==> src/rtl/urt_pkg.sv <==
package urt_pkg;
  localparam int unsigned ADDR_W = 3;
  localparam int unsigned BYTE_W = 8;

  localparam logic [ADDR_W-1:0] A_CTRL   = 3'd0;
  localparam logic [ADDR_W-1:0] A_CNT_LO = 3'd1;
  localparam logic [ADDR_W-1:0] A_CNT_HI = 3'd2;
  localparam logic [ADDR_W-1:0] A_RLD_LO = 3'd3;
  localparam logic [ADDR_W-1:0] A_RLD_HI = 3'd4;

  localparam int unsigned B_RUN  = 0;
  localparam int unsigned B_EXT  = 1;
  localparam int unsigned B_UPDN = 2;
  localparam int unsigned B_WRAP = 6;
  localparam int unsigned B_FLAG = 7;

  typedef struct packed {
    logic run;
    logic ext_sel;
    logic updn_en;
    logic wrap;
    logic flag;
  } ctrl_t;
endpackage

==> src/rtl/urt_sync.sv <==
module urt_sync #(
  parameter int unsigned STAGES = 2
) (
  input  logic clk,
  input  logic rst_n,
  input  logic pin_i,
  output logic lvl_o
);
  logic [STAGES-1:0] chain_q;
  logic [STAGES-1:0] chain_d;

  generate
    if (STAGES == 1) begin : g_one
      always_comb chain_d = pin_i;
    end else begin : g_many
      always_comb chain_d = {chain_q[STAGES-2:0], pin_i};
    end
  endgenerate

  always_ff @(posedge clk or negedge rst_n) begin
    if (!rst_n) chain_q <= '0;
    else        chain_q <= chain_d;
  end

  assign lvl_o = chain_q[STAGES-1];
endmodule

==> src/rtl/urt_prescale.sv <==
module urt_prescale #(
  parameter int unsigned DIV = 6
) (
  input  logic clk,
  input  logic rst_n,
  input  logic run_i,
  output logic pulse_o
);
  localparam int unsigned CW = (DIV > 1) ? $clog2(DIV) : 1;
  localparam logic [CW-1:0] LAST = CW'(DIV - 1);

  logic [CW-1:0] cnt_q, cnt_d;
  logic          run_q;
  logic          restart;

  always_comb begin
    restart = run_i & ~run_q;
    if (restart || cnt_q == LAST) cnt_d = '0;
    else                          cnt_d = cnt_q + 1'b1;
  end

  always_ff @(posedge clk or negedge rst_n) begin
    if (!rst_n) begin
      cnt_q <= '0;
      run_q <= 1'b0;
    end else begin
      cnt_q <= cnt_d;
      run_q <= run_i;
    end
  end

  assign pulse_o = run_i & ~restart & (cnt_q == LAST);

  a_r2_in_range: assert property (@(posedge clk) disable iff (!rst_n)
    cnt_q <= LAST);
  a_r2_restart_zero: assert property (@(posedge clk) disable iff (!rst_n)
    (run_i && !run_q) |=> (cnt_q == '0));
endmodule

==> src/rtl/urt_edge_pend.sv <==
module urt_edge_pend (
  input  logic clk,
  input  logic rst_n,
  input  logic lvl_i,
  input  logic consume_i,
  output logic pend_o
);
  logic prev_q, pend_q;
  logic fall, pend_d;

  always_comb begin
    fall   = prev_q & ~lvl_i;
    pend_d = fall | (pend_q & ~consume_i);
  end

  always_ff @(posedge clk or negedge rst_n) begin
    if (!rst_n) begin
      prev_q <= 1'b0;
      pend_q <= 1'b0;
    end else begin
      prev_q <= lvl_i;
      pend_q <= pend_d;
    end
  end

  assign pend_o = pend_q;

  a_r4_consumed: assert property (@(posedge clk) disable iff (!rst_n)
    (consume_i && !(prev_q && !lvl_i)) |=> !pend_q);
  a_r4_captured: assert property (@(posedge clk) disable iff (!rst_n)
    (prev_q && !lvl_i) |=> pend_q);
endmodule

==> src/rtl/urt_count_core.sv <==
module urt_count_core
  import urt_pkg::*;
#(
  parameter int unsigned HALF_W = 8
) (
  input  logic                  clk,
  input  logic                  rst_n,
  input  logic                  wr_en_i,
  input  logic [ADDR_W-1:0]     wr_addr_i,
  input  logic [HALF_W-1:0]     wr_data_i,
  input  logic                  step_i,
  input  logic                  up_i,
  output logic [2*HALF_W-1:0]   count_o,
  output logic [2*HALF_W-1:0]   reload_o,
  output ctrl_t                 ctrl_o
);
  localparam int unsigned CNT_W = 2 * HALF_W;

  logic [HALF_W-1:0] lo_q, lo_d, hi_q, hi_d;
  logic [HALF_W-1:0] rlo_q, rlo_d, rhi_q, rhi_d;
  ctrl_t             ctl_q, ctl_d;
  logic              wr_ctl, wr_lo, wr_hi, cnt_wr;
  logic              at_top, at_rld, wrap, do_step;

  always_comb begin
    wr_ctl  = wr_en_i && (wr_addr_i == A_CTRL);
    wr_lo   = wr_en_i && (wr_addr_i == A_CNT_LO);
    wr_hi   = wr_en_i && (wr_addr_i == A_CNT_HI);
    cnt_wr  = wr_lo | wr_hi;
    do_step = step_i & ~cnt_wr;
    at_top  = ({hi_q, lo_q} == {CNT_W{1'b1}});
    at_rld  = ({hi_q, lo_q} == {rhi_q, rlo_q});
    wrap    = do_step & (up_i ? at_top : at_rld);

    lo_d  = lo_q;
    hi_d  = hi_q;
    rlo_d = rlo_q;
    rhi_d = rhi_q;
    ctl_d = ctl_q;

    if (wrap) begin
      if (up_i) begin
        lo_d = rlo_q;
        hi_d = rhi_q;
      end else begin
        lo_d = '1;
        hi_d = '1;
      end
    end else if (do_step) begin
      if (up_i) begin
        lo_d = lo_q + 1'b1;
        hi_d = hi_q + {{(HALF_W-1){1'b0}}, (lo_q == {HALF_W{1'b1}})};
      end else begin
        lo_d = lo_q - 1'b1;
        hi_d = hi_q - {{(HALF_W-1){1'b0}}, (lo_q == '0)};
      end
    end

    ctl_d.flag = ctl_q.flag | wrap;
    ctl_d.wrap = ctl_q.wrap ^ wrap;

    if (wr_lo) lo_d = wr_data_i;
    if (wr_hi) hi_d = wr_data_i;
    if (wr_en_i && wr_addr_i == A_RLD_LO) rlo_d = wr_data_i;
    if (wr_en_i && wr_addr_i == A_RLD_HI) rhi_d = wr_data_i;
    if (wr_ctl) begin
      ctl_d.run     = wr_data_i[B_RUN];
      ctl_d.ext_sel = wr_data_i[B_EXT];
      ctl_d.updn_en = wr_data_i[B_UPDN];
      ctl_d.wrap    = wr_data_i[B_WRAP];
      ctl_d.flag    = wr_data_i[B_FLAG];
    end
  end

  always_ff @(posedge clk or negedge rst_n) begin
    if (!rst_n) begin
      lo_q  <= '0;
      hi_q  <= '0;
      rlo_q <= '0;
      rhi_q <= '0;
      ctl_q <= '0;
    end else begin
      lo_q  <= lo_d;
      hi_q  <= hi_d;
      rlo_q <= rlo_d;
      rhi_q <= rhi_d;
      ctl_q <= ctl_d;
    end
  end

  assign count_o  = {hi_q, lo_q};
  assign reload_o = {rhi_q, rlo_q};
  assign ctrl_o   = ctl_q;

  a_r6_up_reload: assert property (@(posedge clk) disable iff (!rst_n)
    (step_i && up_i && !cnt_wr && count_o == {CNT_W{1'b1}}) |=> (count_o == $past(reload_o)));
  a_r7_down_fill: assert property (@(posedge clk) disable iff (!rst_n)
    (step_i && !up_i && !cnt_wr && count_o == reload_o) |=> (count_o == {CNT_W{1'b1}}));
  a_r9_wrap_toggle: assert property (@(posedge clk) disable iff (!rst_n)
    (step_i && up_i && !wr_en_i && count_o == {CNT_W{1'b1}}) |=> (ctrl_o.wrap != $past(ctrl_o.wrap)));
  a_r10_flag_sticky: assert property (@(posedge clk) disable iff (!rst_n)
    (ctrl_o.flag && !wr_ctl) |=> ctrl_o.flag);
  a_r11_write_wins: assert property (@(posedge clk) disable iff (!rst_n)
    wr_lo |=> (count_o[HALF_W-1:0] == $past(wr_data_i)));
  a_r5_carry: assert property (@(posedge clk) disable iff (!rst_n)
    (step_i && up_i && !cnt_wr && count_o == 16'h00FF) |=> (count_o == 16'h0100));
endmodule

==> src/rtl/updn_reload_timer.sv <==
module updn_reload_timer
  import urt_pkg::*;
#(
  parameter int unsigned HALF_W   = 8,
  parameter int unsigned PRE_DIV  = 6,
  parameter int unsigned SYNC_STG = 2
) (
  input  logic                  clk,
  input  logic                  rst_n,
  input  logic                  wr_en_i,
  input  logic [2:0]            wr_addr_i,
  input  logic [7:0]            wr_data_i,
  input  logic                  t_ext_i,
  input  logic                  dir_i,
  output logic [15:0]           count_o,
  output logic [15:0]           reload_o,
  output logic                  irq_o,
  output logic                  wrap_bit_o
);
  ctrl_t ctl;
  logic  ext_lvl, dir_lvl, pre_pulse, pend, consume, step, up;

  urt_sync #(.STAGES(SYNC_STG)) u_ext_sync (
    .clk(clk), .rst_n(rst_n), .pin_i(t_ext_i), .lvl_o(ext_lvl));
  urt_sync #(.STAGES(SYNC_STG)) u_dir_sync (
    .clk(clk), .rst_n(rst_n), .pin_i(dir_i), .lvl_o(dir_lvl));
  urt_prescale #(.DIV(PRE_DIV)) u_pre (
    .clk(clk), .rst_n(rst_n), .run_i(ctl.run), .pulse_o(pre_pulse));
  urt_edge_pend u_pend (
    .clk(clk), .rst_n(rst_n), .lvl_i(ext_lvl), .consume_i(consume), .pend_o(pend));

  always_comb begin
    consume = pre_pulse & ctl.ext_sel;
    step    = pre_pulse & (ctl.ext_sel ? pend : 1'b1);
    up      = ~ctl.updn_en | dir_lvl;
  end

  urt_count_core #(.HALF_W(HALF_W)) u_core (
    .clk(clk), .rst_n(rst_n),
    .wr_en_i(wr_en_i), .wr_addr_i(wr_addr_i), .wr_data_i(wr_data_i),
    .step_i(step), .up_i(up),
    .count_o(count_o), .reload_o(reload_o), .ctrl_o(ctl));

  assign irq_o      = ctl.flag;
  assign wrap_bit_o = ctl.wrap;

  a_r3_run_hold: assert property (@(posedge clk) disable iff (!rst_n)
    (!ctl.run && !wr_en_i) |=> $stable(count_o));
  a_r8_forced_up: assert property (@(posedge clk) disable iff (!rst_n)
    (!ctl.updn_en && step && !wr_en_i && count_o != 16'hFFFF) |=> (count_o == $past(count_o) + 16'd1));
endmodule

==> config.mk <==
export PLATFORM = sky130hd
export DESIGN_NAME = updn_reload_timer
export DESIGN_NICKNAME = d
export VERILOG_FILES = /design/src/rtl/urt_pkg.sv /design/src/rtl/urt_sync.sv /design/src/rtl/urt_prescale.sv /design/src/rtl/urt_edge_pend.sv /design/src/rtl/urt_count_core.sv /design/src/rtl/updn_reload_timer.sv
export SDC_FILE = /design/constraint.sdc
export NUM_CORES = 1
export LEC_CHECK = 0
export ABC_AREA = 1
export BUFFER_PORTS_ARGS = -buffer_cell sky130_fd_sc_hd__buf_2
export CORE_ASPECT_RATIO = 0.6
export CORE_MARGIN = 4
export CORE_UTILIZATION = 30
export CTS_CLUSTER_SIZE = 30
export DETAILED_ROUTE_END_ITERATION = 12
export HOLD_SLACK_MARGIN = 0.15
export PLACE_DENSITY_LB_ADDON = 0.08
export SYNTH_ARGS = -nofsm -noshare
export SYNTH_HDL_FRONTEND = slang
export SYNTH_SLANG_ARGS = --single-unit
==> constraint.sdc <==
create_clock -name clk -period 2.4 [get_ports clk]
set_input_delay 0.24 -clock clk [delete_from_list [all_inputs] [get_ports clk]]
set_output_delay 0.24 -clock clk [all_outputs]
set_load 0.02 [all_outputs]
==> run_results.csv <==
group,metric,value,unit
yosys,yosysTopAreaCell,"dfrtp_1",
yosys,yosys_warnings,0,
timing,relSlewSlack,0.652,
cells_and_area,drive_above_1_share,0.294,
min_path,whs_endpoint,"u_core.ctrl_o[1]$_DFF_PN0_",
pwr,p_clk_frac,0.198,
grt,grtUsageTotal,0.183,
floorplan,dieArea,13200,sq um
yosys,synth_top_area_frac,0.345,
detailed_routing,dr_total_vias,3612,
floorplan,core_region_area,10800,sq um
worst_setup_path,required,2.59,ns
clocking,numCtsBuffers,5,
yosys,yosysUniqueCellTypes,36,
place,hpwlAfterDp,9290,um
place,dpl-instance-area,4030,sq um
worst_setup_path,critical_path.endpoint_type,"register",
timing,finalSetupViolations,0,
timing,rsz0062_at_grt,"true",
worst_setup_path,rr_startpoint,"u_core.lo_q[0]$_DFFE_PN0P_",
pwr,ir_drop,0.000311,V
timing,worst_slack,0.0164,ns
pwr,internal_power,2.32,mW
clocking,clock_sinks,47,
timing,timing.final.crit_period,2.38,ns
min_path,whs_path_depth,3,
grt,grt_pass1_wl,19100,um
pwr,p_sw,1.75,mW
pwr,power_density,888,nW/um^2
clocking,cts_tree,"yes",
cells_and_area,diodes,0,
pwr,sw_frac_of_total,0.431,
pwr,combinationalPowerShare,0.499,
detailed_routing,drtPass1Iterations,5,
cells_and_area,area_growth,34.3,%
worst_setup_path,critPathArrivalTime,2.57,ns
worst_setup_path,path_class,"reg2reg",
cells_and_area,fillers,1150,
detailed_routing,drc,0,
timing,tns,0,ns
yosys,syn_area_per_cell,7.13,sq um
run,maxCapViolations,0,
worst_setup_path,r2r_slack,0.02,ns
pwr,power.total,4.07,mW
floorplan,pin_count,50,
floorplan,die_h,90.6,um
grt,grt_antenna_before_repair,1,
place,pre_cts_ws,-0.0261,ns
detailed_routing,routed_via_density,4.96,
worst_setup_path,reg2reg_depth,17,
pwr,pwr-share-seq,0.303,
floorplan,chipWidth,146,um
place,gp_congestion,0.885,
worst_setup_path,startpoint_type,"register",
worst_setup_path,critical_path.max_fanout,5,
status,status,"complete, no violations",
detailed_routing,avgRoutedWirePerCell,16.6,um
cells_and_area,stdcell_area,4580,sq um
yosys,synth_area_leaders,"dfrtp_1 34%, nand2_1 13%, inv_1 7.4%, nand3_1 6.0%, ha_1 5.5%",
clocking,clk_pin_slew_worst_paths,0.07,ns
timing,slew_violations,0,
grt,grt_pass1_vias,3445,
floorplan,num_rows,29,
grt,overflow,0,
timing,fin_crit_sh,0.993,
cells_and_area,fin_nets,622,
yosys,synth_area,3410,sq um
yosys,synth_seq_cells,47,
floorplan,initial_core_util,0.315,
place,placed_cells_incl_taps,689,
cells_and_area,fin_cells,728,
worst_setup_path,rr_endpoint,"u_core.hi_q[5]$_DFFE_PN0P_",
clocking,clock-root-buffer,"clkbuf_16",
clocking,htreeDepth,2,
timing,clock_skew,0.00493,ns
detailed_routing,drtAntennaViolNets,0,
clocking,clk_latency,0.29,ns
yosys,yosysSeqAreaShare,0.345,
min_path,hp-class,"in2reg",
min_path,hp-start,"wr_data_i[6]",
timing,report.final.hold_viol_count,0,
detailed_routing,drtIter0Drc,251,
timing,fmax,420,MHz
pwr,leakagePower,2.40,nW
yosys,synth.net_count,512,
clocking,clock_path_buffers,2,
yosys,synthCells,479,
grt,grt_max_degree,31,
place,portBuffers,49,
detailed_routing,wl,12100,um
timing,worst_pin_slew,0.522,ns
## critical path, stage by stage (launching register included)
cell and delay [ns]:
dfrtp_2 0.43, inv_2 0.07, nand2_2 0.07, nor3_4 0.14, nand3_2 0.12, buf_6 0.15, clkinvlp_4 0.13, buf_6 0.13
ha_4 0.21, a21oi_2 0.17, nand2_2 0.11, nand3_2 0.08, nand3_1 0.07, xor2_1 0.16, inv_1 0.06, nand2_1 0.04
nand3_1 0.07, nand2_1 0.05
## power groups by stage
| stage | logic, mW | registers, mW | clock network (mW) |
|---|---|---|---|
| after floorplan | 0.952 | 1.36 | 0 |
| after global placement | 1.78 | 1.23 | 0 |
| after detailed placement | 1.79 | 1.23 | 0 |
| after CTS | 1.88 | 1.22 | 0.815 |
| after global routing | 2.27 | 1.26 | 0.849 |
| final | 2.03 | 1.23 | 0.807 |
## sequential cells by signal, indices dropped and copies added, names as in the netlist
| name | cells |
|---|---|
| u_core.hi_q | 8 |
| u_core.lo_q | 8 |
| u_core.rhi_q | 8 |
| u_core.rlo_q | 8 |
| u_core.ctrl_o | 5 |
| u_pre.cnt_q | 3 |
| u_dir_sync.chain_q | 2 |
| u_ext_sync.chain_q | 2 |
| u_pend.pend_o | 1 |
| u_pend.prev_q | 1 |
| u_pre.run_q | 1 |
## cells in the final DEF, fill, tap and decap left out, types with 6 or more instances in the layout
cell type	count
dfrtp_1	46
nand2_1	119
nand4_1	21
nand2_2	7
nor2_1	49
inv_1	64
buf_4	60
buf_2	49
o21ai_0	25
o22ai_1	8
nand3_1	38
ha_1	9
inv_2	6
a21oi_1	12
xnor2_1	6
nand3_2	8
## synthesized netlist by cell type
cell type    n
a21oi_2      1
o21bai_1     2
nand3_2      5
nand2_4      1
nor2_2       4
o21bai_2     1
a31oi_1      1
nand4_1     21
nand2_2      4
buf_4        3
fa_1         2
o41ai_1      1
nand2_1    122
o21ai_0     27
nor3_1       2
o22ai_1      8
nor2_8       1
nand3_1     41
dfrtp_1     47
nor2_4       3
a22oi_2      1
inv_2        4
xor2_1       5
o21ai_1      2
ha_1        15
clkbuf_1     3
buf_6        4
xnor2_1      6
inv_1       67
nor2_1      50
a21boi_0     2
buf_2        2
a21oi_1     16
nand3_4      1
a21o_1       1
nand3b_1     3
## how the worst max path moves through the flow
| stage | startpoint | to | slack (ns) | cells past startpoint |
|---|---|---|---|---|
| global placement | u_core.lo_q[0]$_DFFE_PN0P_ | u_core.hi_q[6]$_DFFE_PN0P_ | -0.04 | 15 |
| global route | u_core.lo_q[0]$_DFFE_PN0P_ | u_core.hi_q[7]$_DFFE_PN0P_ | -0.13 | 18 |
| finish | u_core.lo_q[0]$_DFFE_PN0P_ | u_core.hi_q[5]$_DFFE_PN0P_ | 0.02 | 17 |
| CTS | u_core.lo_q[1]$_DFFE_PN0P_ | u_core.hi_q[5]$_DFFE_PN0P_ | 0.0005 | 16 |
| detailed placement | u_core.lo_q[1]$_DFFE_PN0P_ | u_core.hi_q[6]$_DFFE_PN0P_ | -0.03 | 15 |
| floorplan | u_dir_sync.chain_q[1]$_DFF_PN0_ | u_core.hi_q[6]$_DFFE_PN0P_ | 0.01 | 16 |
## timing repair
item / 4_1_cts / 5_1_grt
hold buffers: 3 / 0
setup endpoints to repair: 3 / 18
resized for setup: 3 / 24
endpoints found under the hold margin: 19 / 0
buffers inserted: 10 / 19
pin swaps: 2 / 14
## cell type report
| class | count | area [sq um] | share of cell area |
|---|---|---|---|
| clock buffers | 5 | 125 | 0.0273 |
| clock inverters | 2 | 37.5 | 0.00819 |
| inverters | 71 | 270 | 0.0590 |
| multi-input cells | 349 | 2030 | 0.443 |
| flip-flops and latches | 47 | 1180 | 0.257 |
| well taps | 139 | 174 | 0.0379 |
| repair buffers | 115 | 768 | 0.168 |
## logic make-up after synthesis
kind of cell             count (synthesis)  share of synthesized area
adder cells (fa/ha/maj)                 17                     0.0667
XOR/XNOR                                11                     0.0282
AO/OA/AOI/OAI                           63                      0.106
flip-flops                              47                      0.345
AND/OR/NAND/NOR                        258                      0.351
buffers and inverters                   83                      0.104
## routing by layer
metal	global-route usage	routed length [um]	part of all wire
met1	0.281	6150	0.51
met2	0.269	5140	0.42
met3	0.0336	727	0.060
met4	0.0284	91	0.0075
met5	0	0	0
## per-stage QoR
step | hold slack [ns] | util
after floorplan | -0.0556 | -
after global placement | 0.233 | 0.372
after detailed placement | 0.236 | 0.372
after CTS | 0.168 | 0.397
after global routing | 0.183 | 0.423
final | 0.169 | 0.423
(Power assumes the default switching activity.)
